File: src/rtl/rerr_pkg.sv
package rerr_pkg;
  localparam int STS_W = 7;
  localparam int CMD_W = 3;
  typedef enum logic [1:0] {
    SEV_COR   = 2'd0,
    SEV_NONF  = 2'd1,
    SEV_FATAL = 2'd2,
    SEV_NONE  = 2'd3
  } sev_e;
  localparam int B_COR    = 0;
  localparam int B_MCOR   = 1;
  localparam int B_UNC    = 2;
  localparam int B_MUNC   = 3;
  localparam int B_FFATAL = 4;
  localparam int B_NONF   = 5;
  localparam int B_FATAL  = 6;

  function automatic logic pend_of(input logic [STS_W-1:0] s, input logic [CMD_W-1:0] c);
    return (s[B_COR] & c[0]) | (s[B_NONF] & c[1]) | (s[B_FATAL] & c[2]);
  endfunction
endpackage

File: src/rtl/rerr_status.sv
module rerr_status
  import rerr_pkg::*;
#(
  parameter int SRC_W = 16
) (
  input  logic             clk,
  input  logic             rst_n,
  input  logic             take,
  input  logic [1:0]       sev,
  input  logic [SRC_W-1:0] src,
  input  logic             w1c,
  input  logic [STS_W-1:0] w1c_data,
  output logic [STS_W-1:0] sts_q,
  output logic [STS_W-1:0] sts_d,
  output logic [SRC_W-1:0] cor_src_q,
  output logic [SRC_W-1:0] unc_src_q
);
  logic [STS_W-1:0] clr;
  logic [SRC_W-1:0] cor_d, unc_d;
  logic             is_unc;

  assign clr    = w1c ? w1c_data : '0;
  assign is_unc = (sev == SEV_NONF) || (sev == SEV_FATAL);

  always_comb begin
    sts_d = sts_q & ~clr;
    cor_d = clr[B_COR] ? '0 : cor_src_q;
    unc_d = clr[B_UNC] ? '0 : unc_src_q;
    if (take && sev == SEV_COR) begin
      if (sts_d[B_COR]) sts_d[B_MCOR] = 1'b1;
      else              cor_d = src;
      sts_d[B_COR] = 1'b1;
    end
    if (take && sev == SEV_FATAL) begin
      if (!sts_d[B_UNC]) sts_d[B_FFATAL] = 1'b1;
      sts_d[B_FATAL] = 1'b1;
    end
    if (take && sev == SEV_NONF) sts_d[B_NONF] = 1'b1;
    if (take && is_unc) begin
      if (sts_d[B_UNC]) sts_d[B_MUNC] = 1'b1;
      else              unc_d = src;
      sts_d[B_UNC] = 1'b1;
    end
  end

  always_ff @(posedge clk) begin
    if (!rst_n) begin
      sts_q     <= '0;
      cor_src_q <= '0;
      unc_src_q <= '0;
    end else begin
      sts_q     <= sts_d;
      cor_src_q <= cor_d;
      unc_src_q <= unc_d;
    end
  end


  cor_src_hold_chk: assert property (@(posedge clk) disable iff (!rst_n)
    (sts_q[B_COR] && !(w1c && w1c_data[B_COR])) |=> $stable(cor_src_q));

  unc_src_hold_chk: assert property (@(posedge clk) disable iff (!rst_n)
    (sts_q[B_UNC] && !(w1c && w1c_data[B_UNC])) |=> $stable(unc_src_q));
endmodule

File: src/rtl/rerr_cmd.sv
module rerr_cmd
  import rerr_pkg::*;
#(
  parameter int VEC_W = 5
) (
  input  logic             clk,
  input  logic             rst_n,
  input  logic             wr,
  input  logic [CMD_W-1:0] wdata,
  input  logic             vload,
  input  logic [VEC_W-1:0] vin,
  output logic [CMD_W-1:0] cmd_q,
  output logic [CMD_W-1:0] cmd_d,
  output logic [VEC_W-1:0] vec_q
);
  assign cmd_d = wr ? wdata : cmd_q;

  always_ff @(posedge clk) begin
    if (!rst_n) begin
      cmd_q <= '0;
      vec_q <= '0;
    end else begin
      cmd_q <= cmd_d;
      if (vload) vec_q <= vin;
    end
  end


  vec_stable_chk: assert property (@(posedge clk) disable iff (!rst_n)
    !$past(vload) |-> $stable(vec_q));
endmodule

File: src/rtl/rerr_irq.sv
module rerr_irq
  import rerr_pkg::*;
(
  input  logic             clk,
  input  logic             rst_n,
  input  logic             event_in,
  input  logic [STS_W-1:0] sts_q,
  input  logic [STS_W-1:0] sts_d,
  input  logic [CMD_W-1:0] cmd_q,
  input  logic [CMD_W-1:0] cmd_d,
  input  logic             msix_en,
  input  logic             msi_en,
  output logic             msix_pulse,
  output logic             msi_pulse,
  output logic             intx_level
);
  logic pend_now, pend_next, fire;

  assign pend_now  = pend_of(sts_q, cmd_q);
  assign pend_next = pend_of(sts_d, cmd_d);
  assign fire      = event_in && pend_next && !pend_now;
  assign intx_level = !msix_en && !msi_en && pend_now;

  always_ff @(posedge clk) begin
    if (!rst_n) begin
      msix_pulse <= 1'b0;
      msi_pulse  <= 1'b0;
    end else begin
      msix_pulse <= fire && msix_en;
      msi_pulse  <= fire && !msix_en && msi_en;
    end
  end


  pulse_excl_chk: assert property (@(posedge clk) disable iff (!rst_n)
    $onehot0({msix_pulse, msi_pulse}));

  pulse_cause_chk: assert property (@(posedge clk) disable iff (!rst_n)
    (fire == 1'b0) |=> !(msix_pulse || msi_pulse));

  intx_mode_chk: assert property (@(posedge clk) disable iff (!rst_n)
    intx_level |-> (!msix_en && !msi_en));
endmodule

File: src/rtl/root_err_collector.sv
module root_err_collector
  import rerr_pkg::*;
#(
  parameter int SRC_W = 16,
  parameter int VEC_W = 5
) (
  input  logic             clk,
  input  logic             rst_n,
  input  logic             msg_valid,
  output logic             msg_ready,
  input  logic [1:0]       msg_sev,
  input  logic [SRC_W-1:0] msg_src,
  input  logic             cmd_wr,
  input  logic [CMD_W-1:0] cmd_wdata,
  input  logic             sts_w1c,
  input  logic [STS_W-1:0] sts_wdata,
  input  logic             msix_en,
  input  logic             msi_en,
  input  logic             vec_load,
  input  logic [VEC_W-1:0] vec_in,
  output logic [CMD_W-1:0] root_cmd,
  output logic [STS_W-1:0] root_sts,
  output logic [VEC_W-1:0] int_msg_num,
  output logic [SRC_W-1:0] cor_src,
  output logic [SRC_W-1:0] uncor_src,
  output logic             msix_pulse,
  output logic             msi_pulse,
  output logic             intx_level
);
  logic             take;
  logic [STS_W-1:0] sts_d;
  logic [CMD_W-1:0] cmd_d;

  assign msg_ready = 1'b1;
  assign take      = msg_valid && msg_ready && (msg_sev != SEV_NONE);

  rerr_status #(.SRC_W(SRC_W)) u_sts (
    .clk(clk), .rst_n(rst_n), .take(take), .sev(msg_sev), .src(msg_src),
    .w1c(sts_w1c), .w1c_data(sts_wdata), .sts_q(root_sts), .sts_d(sts_d),
    .cor_src_q(cor_src), .unc_src_q(uncor_src)
  );

  rerr_cmd #(.VEC_W(VEC_W)) u_cmd (
    .clk(clk), .rst_n(rst_n), .wr(cmd_wr), .wdata(cmd_wdata),
    .vload(vec_load), .vin(vec_in), .cmd_q(root_cmd), .cmd_d(cmd_d),
    .vec_q(int_msg_num)
  );

  rerr_irq u_irq (
    .clk(clk), .rst_n(rst_n), .event_in(take || cmd_wr),
    .sts_q(root_sts), .sts_d(sts_d), .cmd_q(root_cmd), .cmd_d(cmd_d),
    .msix_en(msix_en), .msi_en(msi_en), .msix_pulse(msix_pulse),
    .msi_pulse(msi_pulse), .intx_level(intx_level)
  );


  ignored_sev_chk: assert property (@(posedge clk) disable iff (!rst_n)
    (msg_valid && msg_sev == SEV_NONE && !sts_w1c) |=> $stable(root_sts));
endmodule

File: config.mk
export PLATFORM = sky130hd
export DESIGN_NAME = root_err_collector
export DESIGN_NICKNAME = d
export VERILOG_FILES = /design/src/rtl/rerr_pkg.sv /design/src/rtl/rerr_status.sv /design/src/rtl/rerr_cmd.sv /design/src/rtl/rerr_irq.sv /design/src/rtl/root_err_collector.sv
export SDC_FILE = /design/constraint.sdc
export NUM_CORES = 1
export LEC_CHECK = 0
export BUFFER_PORTS_ARGS = -buffer_cell sky130_fd_sc_hd__buf_2
export CAP_MARGIN = 10
export CORE_MARGIN = 2
export CORE_UTILIZATION = 51
export CTS_CLUSTER_DIAMETER = 120
export DETAILED_ROUTE_END_ITERATION = 8
export PLACE_DENSITY_LB_ADDON = 0.15
export SYNTH_ARGS = -nofsm -noshare
export SYNTH_HDL_FRONTEND = slang
export SYNTH_SLANG_ARGS = --single-unit
export TNS_END_PERCENT = 50
File: constraint.sdc
create_clock -name clk -period 3 [get_ports clk]
set_clock_uncertainty 0.1 [all_clocks]
set_input_delay 0 -clock clk [delete_from_list [all_inputs] [get_ports clk]]
set_output_delay 0 -clock clk [all_outputs]
set_load 0.03 [all_outputs]
==> results by group, run 1 <==
Status
  • Status: finished, final reports clean

Global route
  • GRT met1 Usage: 0.323
  • M3 GR Usage: 0.0538
  • Largest net degree at the start of global routing: 50
  • Gr usage total: 0.237
  • GR Util met2: 0.379
  • First-pass GRT wire length: 9.30 mm
  • Vias in the first global route: 1948
  • Total grt overflow: 0
  • Initial antenna violation count: 0
  • Grt peak-use layer: met2

Route
  • DR vias/cell: 5.58
  • Drt drc: 0
  • DR pass1 iterations: 4
  • Final WL: 5.88 mm
  • Via count: 2169
  • WL/cell: 15.1 um
  • Drt initial violations: 202
  • Number of nets still failing antenna checks after routing: 0

Place
  • Placer congestion estimate: 0.809
  • Dpl cells: 344
  • Dpl hpwl: 3.86 mm
  • Port Buffer Count: 90

Cells and area
  • Fillers: 305
  • Syn-to-layout area delta: 39.4%
  • Ratio of cells with drive above 1 in the final layout: 0.295
  • # diodes: 0
  • Non-filler cells, final: 389
  • Nets: 383

Setup path
  • Reg2reg end: u_irq.msi_pulse$_SDFF_PN0_
  • Worst Reg-to-Reg Cells: 3
  • CP endpoint kind: primary output
  • Crit start category: flop
  • Worst Path Required: 2.90 ns
  • Worst EP arrival: 1.76 ns
  • Worst r2r src: u_sts.sts_q[0]$_SDFF_PN0_
  • Path type of the worst setup path: reg -> out
  • Maximum fanout along the worst path: 19
  • R2r setup slk: 1.20 ns
  • CP Launch Point: u_sts.sts_q[0]$_SDFF_PN0_

Hold path
  • Hold Path Class: in -> reg
  • Hold path depth: 3
  • Hold Path End: u_cmd.vec_q[1]$_SDFFE_PN0P_
  • Hold Path Origin: vec_load

STA
  • Setup TNS: 0 ns
  • Fmax achieved: 0.538 GHz
  • Max-slew headroom: 0.524
  • Fin crit share: 0.620
  • Fin. max-slew vios: 0
  • Final Hold Vio Count: 0
  • RSZ-0062 raised after global routing: no
  • Actual slew at the worst max-slew pin: 0.714 ns
  • Setup-failing EPs final: 0
  • Post-layout min period: 1.86 ns

CTS
  • Clk sinks: 49
  • Skew-Pair Late Insertion Delay: 0.30 ns
  • Clk slew on worst S/H paths: 0.09 ns
  • CTS tree: built
  • CTS max path bufs: 2
  • H-Tree Depth: 2
  • TritonCTS Buffers: 5
  • Root Buffer: clkbuf_8
  • Post-CTS sizing: 0
  • Post-CTS Setup Inserts: 0

Die
  • Starting Density: 0.540
  • Num ports: 92
  • Core Region: 4090 um2
  • DIE WIDTH: 69.8 um
  • Die area: 4870 um2
  • Die Y: 69.8 um
  • FP Rows: 23

Synthesis
  • Yosys top cell by area: dfxtp_1
  • Ys Warns: 0
  • Synthesized area per cell: 9.69 um2
  • Synthesized flop and latch total: 49
  • Synth cell types: 31
  • Netlist Area Pre-Place: 2210 um2
  • Synth area leaders: dfxtp_1 44%, a21boi_1 12%, o211ai_1 11%
  • Sequential share of the synthesized area: 0.444
  • Post-Synthesis Cells: 228
  • Area share of the largest cell type after synthesis: 0.444
  • Syn_nets: 273

Pwr
  • Cell area power density: 468 nW/um2
  • Worst VDD drop: 0.310 mV
  • Leak: 1.36 nW

Job
  • Maxcap violations: 0
-- synth_stat cells --
| cell type | number |
|---|---|
| ha_1 | 4 |
| a31oi_1 | 2 |
| nand3b_2 | 2 |
| nand3_1 | 32 |
| clkbuf_1 | 8 |
| a21o_1 | 1 |
| o2111ai_1 | 2 |
| nand2_1 | 4 |
| dfxtp_1 | 49 |
| mux2i_1 | 7 |
| a21boi_1 | 34 |
| o21ai_1 | 1 |
| o211ai_1 | 32 |
| a222oi_1 | 1 |
| nand2_2 | 1 |
| buf_4 | 5 |
| mux2_1 | 1 |
| a21boi_0 | 2 |
| buf_2 | 10 |
| and2_1 | 1 |
| conb_1 | 1 |
| a21bo_1 | 2 |
| o21bai_1 | 1 |
| inv_1 | 2 |
| and3b_1 | 4 |
| nor3_1 | 1 |
| a22oi_1 | 1 |
| a2bb2oi_1 | 2 |
| nor2b_1 | 12 |
| o21a_1 | 2 |
| buf_6 | 1 |
-- state kept, by name, indices dropped and copies added (netlist names) --
register / count
u_cmd.vec_q: 5
u_irq.msix_pulse: 1
u_sts.cor_src_q: 16
u_irq.msi_pulse: 1
u_sts.sts_q: 7
u_cmd.cmd_q: 3
u_sts.unc_src_q: 16
-- final cells by class --
type | instances | area, um2 | share of cell area
sequential | 49 | 981 | 0.319
inverter | 2 | 7.51 | 0.00244
clock buffer | 7 | 86.3 | 0.0280
timing repair buffer | 127 | 821 | 0.267
clock inverter | 1 | 30.0 | 0.00975
tap | 50 | 62.6 | 0.0203
multi-input combinational | 153 | 1090 | 0.354
-- cell families after synthesis --
kind of cell             Yosys count  synth area share
AO/OA/AOI/OAI                     83             0.286
AND/OR/NAND/NOR                   57             0.147
buffers and inverters             26            0.0618
other                              1           0.00170
multiplexers                       8            0.0368
flip-flops                        49             0.444
adder cells (fa/ha/maj)            4            0.0227
-- worst max-delay path, stage by stage (launching register included) --
cell and delay, ns:
dfxtp_1 0.73, a222oi_1 0.28, nor3_1 0.21, buf_2 0.24
-- worst max-delay path by stage --
stage | depth (start not counted) | to | slack (ns)
after global routing | 3 | intx_level | 1.00
after CTS | 3 | intx_level | 1.20
after floorplan | 3 | intx_level | 1.44
after detailed placement | 3 | u_irq.msi_pulse$_SDFF_PN0_ | 1.25
after global placement | 3 | u_irq.msix_pulse$_SDFF_PN0_ | 1.28
final | 3 | intx_level | 1.14
-- metal layers --
metal / up-vias / wire length, um / part of all wire
met5: - / 0 / 0
met4: 0 / 80 / 0.014
met3: 8 / 356 / 0.061
met2: 84 / 2720 / 0.46
met1: 1021 / 2730 / 0.46
li1: 1056 / - / -
-- through the flow --
| step | setup slack (ns) | total power, W | hold slack [ns] | area [um2] | utilization |
|---|---|---|---|---|---|
| after global placement | 1.28 | 0.000923 | 0.159 | 2590 | 0.634 |
| after global routing | 1.00 | 0.00149 | 0.0280 | 3080 | 0.754 |
| after detailed placement | 1.25 | 0.000924 | 0.166 | 2590 | 0.634 |
| after floorplan | 1.44 | 0.000855 | 0.0153 | 2210 | - |
| after CTS | 1.20 | 0.00144 | 0.00580 | 3080 | 0.754 |
| final | 1.14 | 0.00144 | 0.0241 | 3080 | 0.754 |
-- layout by cell type, fill, tap and decap left out --
master / n
dlygate4sd3_1: 37
nand3b_2: 2
and2_1: 1
clkbuf_1: 1
o21bai_1: 1
a21bo_1: 2
a31oi_1: 2
a22oi_1: 1
inv_1: 2
nand3_1: 32
nor3_1: 1
a2bb2oi_1: 2
buf_2: 90
a21boi_1: 34
clkbuf_8: 6
o21ai_1: 1
dfxtp_1: 49
bufinv_16: 1
a21o_1: 1
mux2_1: 1
conb_1: 1
a222oi_1: 1
ha_1: 4
o21a_1: 2
nand2_2: 1
nand2_1: 4
and3b_1: 4
o211ai_1: 32
a21boi_0: 2
o2111ai_1: 2
nor2b_1: 12
mux2i_1: 7
-- power by group --
part	switching (W)	internal [W]
registers	0.0000213	0.000675
clock network	0.000219	0.000272
logic	0.000144	0.000111
total	0.000384	0.00106
-- repair_timing --
| action | 4_1_cts | 5_1_grt |
|---|---|---|
| hold buffers | 37 | 0 |
| setup endpoints to repair | 0 | 0 |
| hold endpoints to repair | 47 | 0 |
(Power assumes the default switching activity.)
==> inputs of run 2 (changes only) <==
--- a/config.mk
+++ b/config.mk
@@ -5,10 +5,11 @@
 export SDC_FILE = /design/constraint.sdc
 export NUM_CORES = 1
 export LEC_CHECK = 0
+export ABC_AREA = 1
 export BUFFER_PORTS_ARGS = -buffer_cell sky130_fd_sc_hd__buf_2
 export CAP_MARGIN = 10
 export CORE_MARGIN = 2
-export CORE_UTILIZATION = 51
+export CORE_UTILIZATION = 41
 export CTS_CLUSTER_DIAMETER = 120
 export DETAILED_ROUTE_END_ITERATION = 8
 export PLACE_DENSITY_LB_ADDON = 0.15
==> constraint.sdc (replaced) <==
create_clock -name clk -period 1.7 [get_ports clk]
set_clock_uncertainty 0.1 [all_clocks]
set_input_delay 0 -clock clk [delete_from_list [all_inputs] [get_ports clk]]
set_output_delay 0 -clock clk [all_outputs]
set_load 0.03 [all_outputs]
==> run 2 against run 1 <==
  * Sequential cell count stayed put
  * The flow now finishes with violations (hold timing)
  * Clock-buffer cell count is 1 lower
  * Wire length is 3.2% lower
  * Power is 84% higher
  * Non-clock buffer count is 12 higher
  * Combinational power is 120% higher
  * Sequential power is 78% higher
  * Register-to-register slack worse by 0.99 ns
  * Final cell count is 17% higher
  * Synthesized area is 9.6% lower
  * Clock power is 76% higher
==> results by group, run 2 <==
Route
  • Drt drc: 0
  • WL/cell: 12.5 um
  • Number of nets still failing antenna checks after routing: 0
  • Max Used Layer: met4
  • WL met2: 2.70 mm
  • Final WL: 5.69 mm
  • Via count: 2136
  • Drt initial violations: 112
  • DR pass1 iterations: 4
  • M1 WL: 2.53 mm
  • DR vias/cell: 4.70
  • Met3 WL post-DR: 326 um

Setup path
  • Path type of the worst setup path: in -> reg
  • Worst EP arrival: 1.70 ns
  • CP endpoint kind: flop
  • Worst Reg-to-Reg Cells: 5
  • WP buf/inv: 4
  • Crit start category: input pin
  • Worst Path Required: 1.80 ns
  • WP depth: 7
  • Maximum fanout along the worst path: 11
  • Delay-heaviest family, CP: buffers and inverters
  • Critical path, cell by cell: dlygate4sd3_1 > buf_2 > inv_1 > nor2_1 > nand2_1 > dlygate4sd3_1 > nor2_1
  • R2r setup slk: 0.21 ns
  • CP max stage cell: dlygate4sd3_1
  • Crit-path max cell delay: 0.55 ns

Synthesis
  • Synth cell types: 21
  • Synthesized area per cell: 7.89 um2
  • Synth Flop Type: dfxtp_1
  • Number of synthesized flops with an enable pin: 0
  • Ys Warns: 0
  • Synthesized flop and latch total: 49
  • Synth cell count leaders: 52 x nor2_1, 49 x dfxtp_1, 41 x a21oi_1
  • Post-Synthesis Cells: 253
  • Yosys top cell by area: dfxtp_1
  • Area share of the largest cell type after synthesis: 0.491
  • Synth area leaders: dfxtp_1 49%, a21oi_1 10%, nor2_1 9.8%
  • Sequential share of the synthesized area: 0.491
  • Synth async-reset ratio: 0
  • Top-count cell post-synth: nor2_1
  • Netlist Area Pre-Place: 2000 um2
  • Syn_nets: 298

Cells and area
  • Syn-to-layout area delta: 53.3%
  • Area of the multi-input gates: 886 um2
  • Design area: 3060 um2
  • Most common cell after layout, fill and taps aside: buf_2
  • Storage cell area: 981 um2
  • Non-filler cells, final: 454
  • Ratio of cells with drive above 1 in the final layout: 0.292
  • Nets: 431
  • Final core utilization: 0.648
  • Top flop regs: u_sts.cor_src_q (16), u_sts.unc_src_q (16), u_sts.sts_q (7)
  • # diodes: 0
  • Fillers: 416
  • Commonest non-fill, non-tap cells in the layout: 90 x buf_2, 52 x nor2_1, 49 x dfxtp_1

CTS
  • Root Buffer: clkbuf_8
  • Post-CTS Setup Inserts: 0
  • H-Tree Depth: 2
  • CTS max path bufs: 2
  • Clk slew on worst S/H paths: 0.09 ns
  • CTS tree: built
  • TritonCTS Buffers: 5
  • Clk sinks: 49
  • Skew-Pair Late Insertion Delay: 0.29 ns

Place
  • Port Buffer Count: 90
  • Dpl hpwl: 3.63 mm
  • Placer congestion estimate: 0.804
  • Area post-placement: 2480 um2
  • Dpl cells: 400

Hold path
  • Hold Path Class: in -> reg
  • Hold path depth: 4

Pwr
  • Leak: 1.49 nW
  • Worst VDD drop: 0.570 mV
  • Cell area power density: 867 nW/um2

Die
  • DIE WIDTH: 73.8 um
  • Die Y: 73.8 um
  • Core Region: 4720 um2
  • FP Rows: 25
  • Die area: 5440 um2
  • Starting Density: 0.423
  • Num ports: 92

Job
  • Maxcap violations: 0

Global route
  • Gr usage total: 0.216
  • Total grt overflow: 0
  • Largest net degree at the start of global routing: 35
  • Vias in the first global route: 2030
  • Initial antenna violation count: 0
  • First-pass GRT wire length: 9.04 mm

STA
  • Fin crit share: 0.941
  • Setup-failing EPs final: 0
  • Fin. max-slew vios: 0
  • RSZ-0062 raised after global routing: yes
  • Fin Hold WS: -0.0000652 ns
  • Fmax achieved: 0.625 GHz
  • Post-layout min period: 1.60 ns
  • Final Hold Vio Count: 1

Status
  • Failing checks: hold timing
  • Status: finished, violations left
## run 2: cell families after synthesis
group,synth area share
buffers and inverters,0.0652
flip-flops,0.491
adder cells (fa/ha/maj),0.0251
AND/OR/NAND/NOR,0.215
AO/OA/AOI/OAI,0.202
other,0.00188
## run 2: layout make-up
| type | count | share of cell area |
|---|---|---|
| Clock inverter | 2 | 0.0123 |
| Tap cell | 67 | 0.0274 |
| Timing Repair Buffer | 139 | 0.306 |
| Inverter | 13 | 0.0176 |
| Clock buffer | 6 | 0.0270 |
| Sequential cell | 49 | 0.320 |
| Multi-Input combinational cell | 178 | 0.289 |
## run 2: final timing paths
check,start,to
min,sts_w1c,u_sts.sts_q[3]$_SDFF_PN0_
min reg2reg,u_sts.sts_q[3]$_SDFF_PN0_,u_sts.sts_q[3]$_SDFF_PN0_
max reg2reg,u_cmd.cmd_q[0]$_SDFF_PN0_,u_cmd.cmd_q[0]$_SDFF_PN0_
max,rst_n,u_irq.msi_pulse$_SDFF_PN0_
## run 2: per-layer routing
layer | up-vias | track usage
met1 | 952 | 0.255
met3 | 13 | 0.0425
met2 | 75 | 0.376
met5 | - | 0
met4 | 0 | 0.0970
li1 | 1096 | -
## run 2: where the power goes
group	switching (W)	internal, W
logic	0.000331	0.000220
registers	0.0000333	0.00121
clock network	0.000385	0.000478
total	0.000749	0.00191
## run 2: timing repair
item / in CTS / in global routing
resized for setup: 0 / 1
endpoints found under the setup margin: 0 / 3
endpoints found under the hold margin: 47 / 0
hold buffers: 46 / 0
## run 2: worst reg2reg max path, stage by stage (launching register included)
cell and delay [ns]:
dfxtp_1 0.36, inv_1 0.04, o21ai_0 0.23, dlygate4sd3_1 0.60, inv_1 0.04, nor2_1 0.06
## run 2: through the flow
stage	setup slack, ns	power, W	TNS (ns)	hold WS, ns
after floorplan	0.394	0.00158	0	0.0192
after global placement	0.397	0.00173	0	0.126
after detailed placement	0.318	0.00173	0	0.135
after CTS	0.0869	0.00267	0	0.00235
after global routing	-0.0104	0.00277	-0.0104	0.0274
final	0.0995	0.00266	0	-0.0000652
